==> src/rtl/arb_pkg.sv <==
package arb_pkg;

  // Condition of the shared bus as seen from its busy and lock lines.
  typedef enum logic [1:0] {
    BUS_FREE = 2'd0,   // neither busy nor locked
    BUS_RUN  = 2'd1,   // ordinary cycle in progress
    BUS_HELD = 2'd2    // locked sequence in progress
  } bus_state_e;

endpackage

==> src/rtl/arb_bus_state.sv <==
module arb_bus_state
  import arb_pkg::*;
(
  input  logic       busy_n,
  input  logic       lock_n,
  output bus_state_e state
);

  // Lock dominates: a locked sequence keeps ownership across cycle boundaries.
  always_comb begin
    if (!lock_n)      state = BUS_HELD;
    else if (!busy_n) state = BUS_RUN;
    else              state = BUS_FREE;
  end

endmodule

==> src/rtl/arb_prio_pick.sv <==
module arb_prio_pick #(
  parameter int N = 4
) (
  input  logic [N-1:0] act,
  output logic [N-1:0] win
);

  // seen[i] is high when any lower-numbered (higher priority) line is active.
  logic [N:0] seen;
  assign seen[0] = 1'b0;

  for (genvar i = 0; i < N; i++) begin : g_pick
    assign win[i]    = act[i] & ~seen[i];
    assign seen[i+1] = seen[i] | act[i];
  end

endmodule

==> src/rtl/arb_grant_next.sv <==
module arb_grant_next
  import arb_pkg::*;
#(
  parameter int N = 4
) (
  input  bus_state_e   state,
  input  logic         gap_en,
  input  logic [N-1:0] owner,
  input  logic [N-1:0] win,
  output logic [N-1:0] nxt
);

  localparam logic [N-1:0] NONE = '0;

  // outranks[i] is high when the current owner sits above index i.
  logic [N:0]   owner_above;
  logic [N-1:0] outranks;
  assign owner_above[N] = 1'b0;

  for (genvar i = N - 1; i >= 0; i--) begin : g_rank
    assign outranks[i]    = owner_above[i+1];
    assign owner_above[i] = owner_above[i+1] | owner[i];
  end

  logic         preempt;
  logic [N-1:0] target;

  assign preempt = |(win & outranks);

  always_comb begin
    unique case (state)
      BUS_HELD: target = ((owner == NONE) || preempt) ? win : owner;
      BUS_RUN:  target = owner;
      default:  target = win;
    endcase

    nxt = target;
    if (gap_en && (owner != NONE) && (target != NONE) && (target != owner)) begin
      nxt = NONE;
    end
  end

endmodule

==> src/rtl/arb_bus_arbiter.sv <==
module arb_bus_arbiter
  import arb_pkg::*;
#(
  parameter int NUM_MASTERS = 4
) (
  input  logic                   clk,
  input  logic                   rst_n,
  input  logic                   gap_en,
  input  logic [NUM_MASTERS-1:0] bus_req_n,
  input  logic                   bus_busy_n,
  input  logic                   bus_lock_n,
  output logic [NUM_MASTERS-1:0] bus_gnt_n
);

  localparam int N = NUM_MASTERS;

  bus_state_e   state;
  logic [N-1:0] win;
  logic [N-1:0] owner_q;
  logic [N-1:0] owner_d;

  arb_bus_state u_state (
    .busy_n (bus_busy_n),
    .lock_n (bus_lock_n),
    .state  (state)
  );

  arb_prio_pick #(.N(N)) u_pick (
    .act (~bus_req_n),
    .win (win)
  );

  arb_grant_next #(.N(N)) u_next (
    .state  (state),
    .gap_en (gap_en),
    .owner  (owner_q),
    .win    (win),
    .nxt    (owner_d)
  );

  always_ff @(posedge clk or negedge rst_n) begin
    if (!rst_n) owner_q <= '0;
    else        owner_q <= owner_d;
  end

  assign bus_gnt_n = ~owner_q;

endmodule

==> config.mk <==
export PLATFORM = sky130hd
export DESIGN_NAME = arb_bus_arbiter
export DESIGN_NICKNAME = d
export VERILOG_FILES = /design/src/rtl/arb_pkg.sv /design/src/rtl/arb_bus_state.sv /design/src/rtl/arb_prio_pick.sv /design/src/rtl/arb_grant_next.sv /design/src/rtl/arb_bus_arbiter.sv
export SDC_FILE = /design/constraint.sdc
export NUM_CORES = 1
export LEC_CHECK = 0
export BUFFER_PORTS_ARGS = -buffer_cell sky130_fd_sc_hd__buf_2
export CORE_AREA = 4 4 41 43
export CTS_BUF_LIST = sky130_fd_sc_hd__clkbuf_2 sky130_fd_sc_hd__clkbuf_4 sky130_fd_sc_hd__clkbuf_8
export CTS_CLUSTER_SIZE = 24
export DETAILED_ROUTE_END_ITERATION = 16
export DIE_AREA = 0 0 45 47
export HOLD_SLACK_MARGIN = 0.08
export SYNTH_ARGS = -nofsm -noshare
export SYNTH_HDL_FRONTEND = slang
export SYNTH_HIERARCHICAL = 1
export SYNTH_SLANG_ARGS = --single-unit
==> constraint.sdc <==
create_clock -name clk -period 2 [get_ports clk]
set_input_delay 0.2 -clock clk [delete_from_list [all_inputs] [get_ports clk]]
set_output_delay 0.2 -clock clk [all_outputs]
set_load 0.01 [all_outputs]
==> Word-level counts from Yosys, hierarchy flattened <==
Index checks and enable logic that the tools add are counted.
{ "op_classes": {"n_mux": 5, "reduce_logical": 8, "n_eq_ne": 3, "bitwise": 13} }
{ "ops": {"columns": ["operator", "count"], "rows": [
  ["$mux W4", 2],
  ["$not A4 Y4", 2],
  ["$pmux W4 S2", 1],
  ["$reduce_bool A4 Y1", 2],
  ["$and A4 B3 Y4", 1],
  ["$logic_not A4 Y1", 1],
  ["$ne A4 B4 Y1", 1],
  ["$or A1 B1 Y1", 4],
  ["$reduce_or A4 Y1", 1],
  ["$and A1 B1 Y1", 3],
  ["$logic_and A1 B1 Y1", 3],
  ["$not A1 Y1", 3],
  ["$eq A2 B1 Y1 const B", 1],
  ["$eq A2 B2 Y1 const B", 1],
  ["$mux W2", 1],
  ["$logic_or A1 B1 Y1", 1],
  ["$mux W1", 1]
]} }
{ "word_totals": {"input_bits": 9, "regBits": 4} }

==> Logic depth before layout (Yosys ltp) <==
{ "logic_depth": {"word_depth": 14, "mapped_depth": 9, "depth_no_buf": 8} }

==> Hierarchy <==
Netlist, hierarchy kept.
{ "by_module_without_submodules": {"columns": ["mod", "cells_per_inst", "n_inst", "area_per_inst_um2"], "rows": [
  ["arb_grant_next", 57, 1, 376.6],
  ["arb_bus_arbiter", 12, 1, 130.1],
  ["arb_prio_pick", 4, 1, 36.3],
  ["arb_bus_state", 2, 1, 17.5]
]} }

==> Worst setup path after synthesis <==
OpenSTA, ideal clock, no wires.
{ "synth_timing": {"path_type": "input to register", "startpoint": "input bus_lock_n", "endpoint": "register owner_q[1]", "required_time_ps": 1918, "path_stages": 8, "setup_time_ps": 82, "setup_slack_ps": 251, "arrival_ps": 1667, "cell_sequence": "nor2b_4 > inv_1 > ha_1 > buf_2 > or2_1 > o31a_1 > a221o_1 > a31oi_1"} }
{ "synth_via": {"elab_chain_len": 7, "word_cells_on_any_way": 9} }
{ "synth_lines": {"columns": ["item", "line_no", "text"], "rows": [
  ["from (decl)", "arb_bus_arbiter.sv:11", "input logic bus_lock_n,"],
  ["$mux W2 *", "arb_bus_state.sv:11", "if (!lock_n) state = BUS_HELD;"],
  ["$eq A2 B1 Y1 or $eq A2 B2 Y1 (tied branches)", "arb_grant_next.sv:31", "unique case (state)"],
  ["$pmux W4 S2 *", "arb_grant_next.sv:31", null],
  ["$reduce_bool A4 Y1", "arb_grant_next.sv:38", "if (gap_en && (owner != NONE) && (target != NONE) && (target != owner)) begin"],
  ["$logic_and A1 B1 Y1 (2 in a row)", "arb_grant_next.sv:38", null],
  ["$mux W4 *", "arb_grant_next.sv:38", null],
  ["via owner_d[1]", "arb_bus_arbiter.sv:20", "logic [N-1:0] owner_d;"],
  ["to (signal assigned)", "arb_bus_arbiter.sv:43", "else owner_q <= owner_d;"],
  ["to (decl)", "arb_bus_arbiter.sv:19", "logic [N-1:0] owner_q;"]
]} }
Mark *: on every way through the listed nets, which the timed path passes. The rest lies on a longest branch.

==> Worst setup path in the final report <==
{ "layout_timing": {"startpoint": "register owner_q[2]", "endpoint": "register owner_q[2]"} }
{ "layout_via": {"elab_chain_len": 11, "word_cells_on_any_way": 15} }
{ "layout_lines": {"columns": ["item", "line_no", "text"], "rows": [
  ["$or A1 B1 Y1 (2 in a row)", "arb_grant_next.sv:22", "assign owner_above[i] = owner_above[i+1] | owner[i];"],
  ["$and A4 B3 Y4", "arb_grant_next.sv:28", "assign preempt = |(win & outranks);"],
  ["$reduce_or A4 Y1", "arb_grant_next.sv:28", null],
  ["$logic_or A1 B1 Y1", "arb_grant_next.sv:32", "BUS_HELD: target = ((owner == NONE) || preempt) ? win : owner;"],
  ["$mux W4", "arb_grant_next.sv:32", null],
  ["$pmux W4 S2", "arb_grant_next.sv:31", null],
  ["$reduce_bool A4 Y1", "arb_grant_next.sv:38", null],
  ["$logic_and A1 B1 Y1 (2 in a row)", "arb_grant_next.sv:38", null],
  ["$mux W4 *", "arb_grant_next.sv:38", null],
  ["via owner_d[2]", "arb_bus_arbiter.sv:20", null]
]} }
Marks and branches as above.

==> metrics.md <==
| Metric | Value |
|---|---|
| Combined area of the multi-input logic cells | 390.4 um2 |
| IO Pins | 13 |
| Number of DRC markers after the initial detailed-route iteration | 35 |
| FMAX | 534.9 MHz |
| Total wire length after detailed routing | 1627 um |
| Global-route wire length before repair | 2822 um |
| H-tree levels | 1 |
| Clock buffers created by TritonCTS | 3 |
| GPL Wtd Cong | 0.8672 |
| Synthesis warning total | 6 |
| Number of input and output port buffers inserted | 12 |
| Synthesized instance count | 75 |
| Die W | 45 um |
| Clock tree buffer depth | 2 |
| Post-synth top area cell | dfrtp_1 |
| Period utilization | 93.47% |
| Endpoint class of the critical path | register |
| Worst clock skew on the final layout | 0.008148 ns |
| Power density of the placed cells | 527.6 nW/um2 |
| Via count | 674 |
| Routed vias/inst | 5.712 |
| DRC violation count after routing | 0 |
| Total track usage | 18.02% |
| Async set-or-reset flop fraction in the synthesized netlist | 100.0% |
| Data arrival time of the critical path | 2.02 ns |
| FF/Latch Area | 100.1 um2 |
| Pin slew with the least headroom to its limit | 0.4572 ns |
| Minimum clock period after layout | 1.869 ns |
| Clock slew at reported path FFs | 0.04 ns |
| Endpoint required time on the critical path | 2.15 ns |
| TritonCTS sink count | 4 |
| Wirelength per Cell | 13.79 um |
| Cell types occupying the most area after synthesis | dfrtp_1, inv_1, a22oi_1 |
| Number of antenna violations at the first check in global routing | 0 |
| Largest voltage drop on the vdd net | 0.1761 mV |
| Largest regs | owner_q (4) |
| Fillers | 130 |
| Reg2reg path depth | 6 |
| Post-synth cell types | 34 |
| CTS tree | done |
| Kind of launch point of the worst setup path | register |
| Register bit total from synthesis | 4 |
| Chip height | 47 um |
| Iteration count of the initial detailed-routing pass | 4 |
| HP Class | in -> async |
| Initial core utilization | 43.08% |
| Sequential cell area fraction in the yosys report | 17.86% |
| Via count of the first global-routing pass | 682 |
| Layout cells sized above 1 | 36.89% |
| Cell leakage power | 0.0003598 uW |
| Number of enable flip-flop cells after synthesis | 0 |
| Antenna fix cells | 0 |
| Pin count of the biggest net entering global routing | 10 |
| Tot Pwr | 406.7 uW |
| Hold violation count in the final report | 0 |
| Top reg by flops | owner_q |
| Critical path class | reg -> reg |
| Latest clock arrival within the worst-skew pair | 0.24 ns |
| Number of max-cap violations | 0 |
| Critical path's largest stage delay | 0.44 ns |
| Post-synth design cell area | 560.5 um2 |
| Final-layout worst hold slack | 0.2944 ns |
| Final setup violation count | 0 |
| Primary flip-flop cell chosen by synthesis mapping | dfrtp_1 |
| Total negative slack for setup checks | 0 ns |
| Syn nets | 86 |
| Post-route ant nets | 0 |
| Placeable core region | 1301 um2 |
| Largest register FFs | 4 |
| Portion of synthesized cell area occupied by the leading cell type | 17.86% |
| GR Overflow Total | 0 |
| Critical path fanouts, max | 6 |
| Unrepaired setup endpoints after global routing | no |
| Final Max Tran Viols | 0 |
| Cell Rows | 13 |
| Post-DP HPWL | 1241 um |
| Run status | finished clean |
| Die area | 2115 um2 |
| Crit path cell chain | buf_4, nor4_1, nand2b_2, o41ai_1, a221o_1, a31oi_1 |
| Max-slew headroom at the worst pin | 69.44% |
| Final-stage net count | 116 |
| Postcts setup bufs | 0 |
| Growth of design area from synthesis to finish | 37.50% |
| Mean post-synth cell area | 7.474 um2 |
| Slowest cell on the critical path | dfrtp_1 |
| Clock root buffer master | clkbuf_4 |
## cell usage after synthesis (2+ instances only)
| cell type | instances |
|---|---|
| o21ai_0 | 7 |
| a22oi_1 | 5 |
| nand2_1 | 4 |
| o31ai_1 | 2 |
| a31oi_1 | 2 |
| dfrtp_1 | 4 |
| or2_1 | 2 |
| ha_1 | 2 |
| nor2_1 | 3 |
| a21oi_1 | 4 |
| inv_1 | 17 |
## cell usage in the layout (no fill, tap or decap), drive strengths merged
master and n:
o32ai 1, nor3b 1, o31a 1, ha 2, nand2 4, nor3 1
o211ai 1, dlygate4sd3 1, o311ai 1, nor2b 2, a22oi 5, a21oi 4
buf 26, o21ai 7, and2b 1, o221ai 1, a211o 1, a31oi 2
nand2b 2, o41ai 1, or2 2, o31ai 3, o221a 1, dfrtp 4
nor4 1, a221o 1, nor2 3, clkbuf 3, inv 17, or3 1
a222oi 1, nor4b 1
## critical path: cells and delay by family (launching register included)
family	cells	cell delay, ns
compound gates	3	0.60
flops	1	0.44
buf+inv	1	0.18
simple gates	2	0.56
## path summary, 6_finish.rpt
kind,start,endpoint,slack (ns)
worst max-delay path,owner_q[2],owner_q[2],0.13
worst max register to register,owner_q[2],owner_q[2],0.13
max in group asynchronous,rst_n,owner_q[0],1.58
min in group clk,gap_en,owner_q[1],0.35
worst min register to register,owner_q[1],owner_q[1],0.77
worst min-delay path,rst_n,owner_q[1],0.29
## what timing repair did
action,CTS,global route
hold buffers,1,0
gates resized for setup,0,2
hold endpoints to repair,4,0
setup endpoints to repair,0,1
## stage by stage
| stage | setup WS [ns] | cell area [um2] | cells | utilization [%] |
|---|---|---|---|---|
| detailed placement | 0.01801 | 732.0 | 114 | 56.25 |
| CTS | 0.1199 | 764.5 | 118 | 58.75 |
| floorplan | 0.2507 | 560.5 | 75 | - |
| global route | 0.01888 | 770.7 | 118 | 59.23 |
| finish | 0.1306 | 770.7 | 118 | 59.23 |
| global placement | 0.03607 | 732.0 | 114 | 56.25 |
## layer usage
layer	vias to the layer above	GRT usage, %	part of all wire, %
met5	-	0	0
met4	0	7.602	0.61
met3	2	4.215	9.3
met2	42	31.07	47
met1	297	21.41	43
li1	333	-	-
## kinds of logic (layout without fill, tap and decap cells)
family	Yosys count	count (layout)	share of synthesized area, %
flops	4	4	17.86
simple gates	19	19	21.65
fa+ha+maj	2	2	4.464
compound gates	31	31	42.41
buf+inv	19	47	13.62
## power breakdown
group | leakage, uW | total [uW] | switching [uW] | internal (uW)
sequential | 0.0000534 | 104 | 14.8 | 88.9
combinational | 0.000293 | 201 | 106 | 94.8
clock | 0.0000138 | 102 | 34.8 | 67.2
## layout make-up
cell class / instances / area share (%)
Inverter: 17 / 8.279
Clock buffer: 3 / 2.922
Sequential cell: 4 / 12.99
Timing Repair Buffer: 27 / 22.73
Tap cell: 15 / 2.435
Multi-Input combinational cell: 52 / 50.65
(Power assumes the default switching activity.)
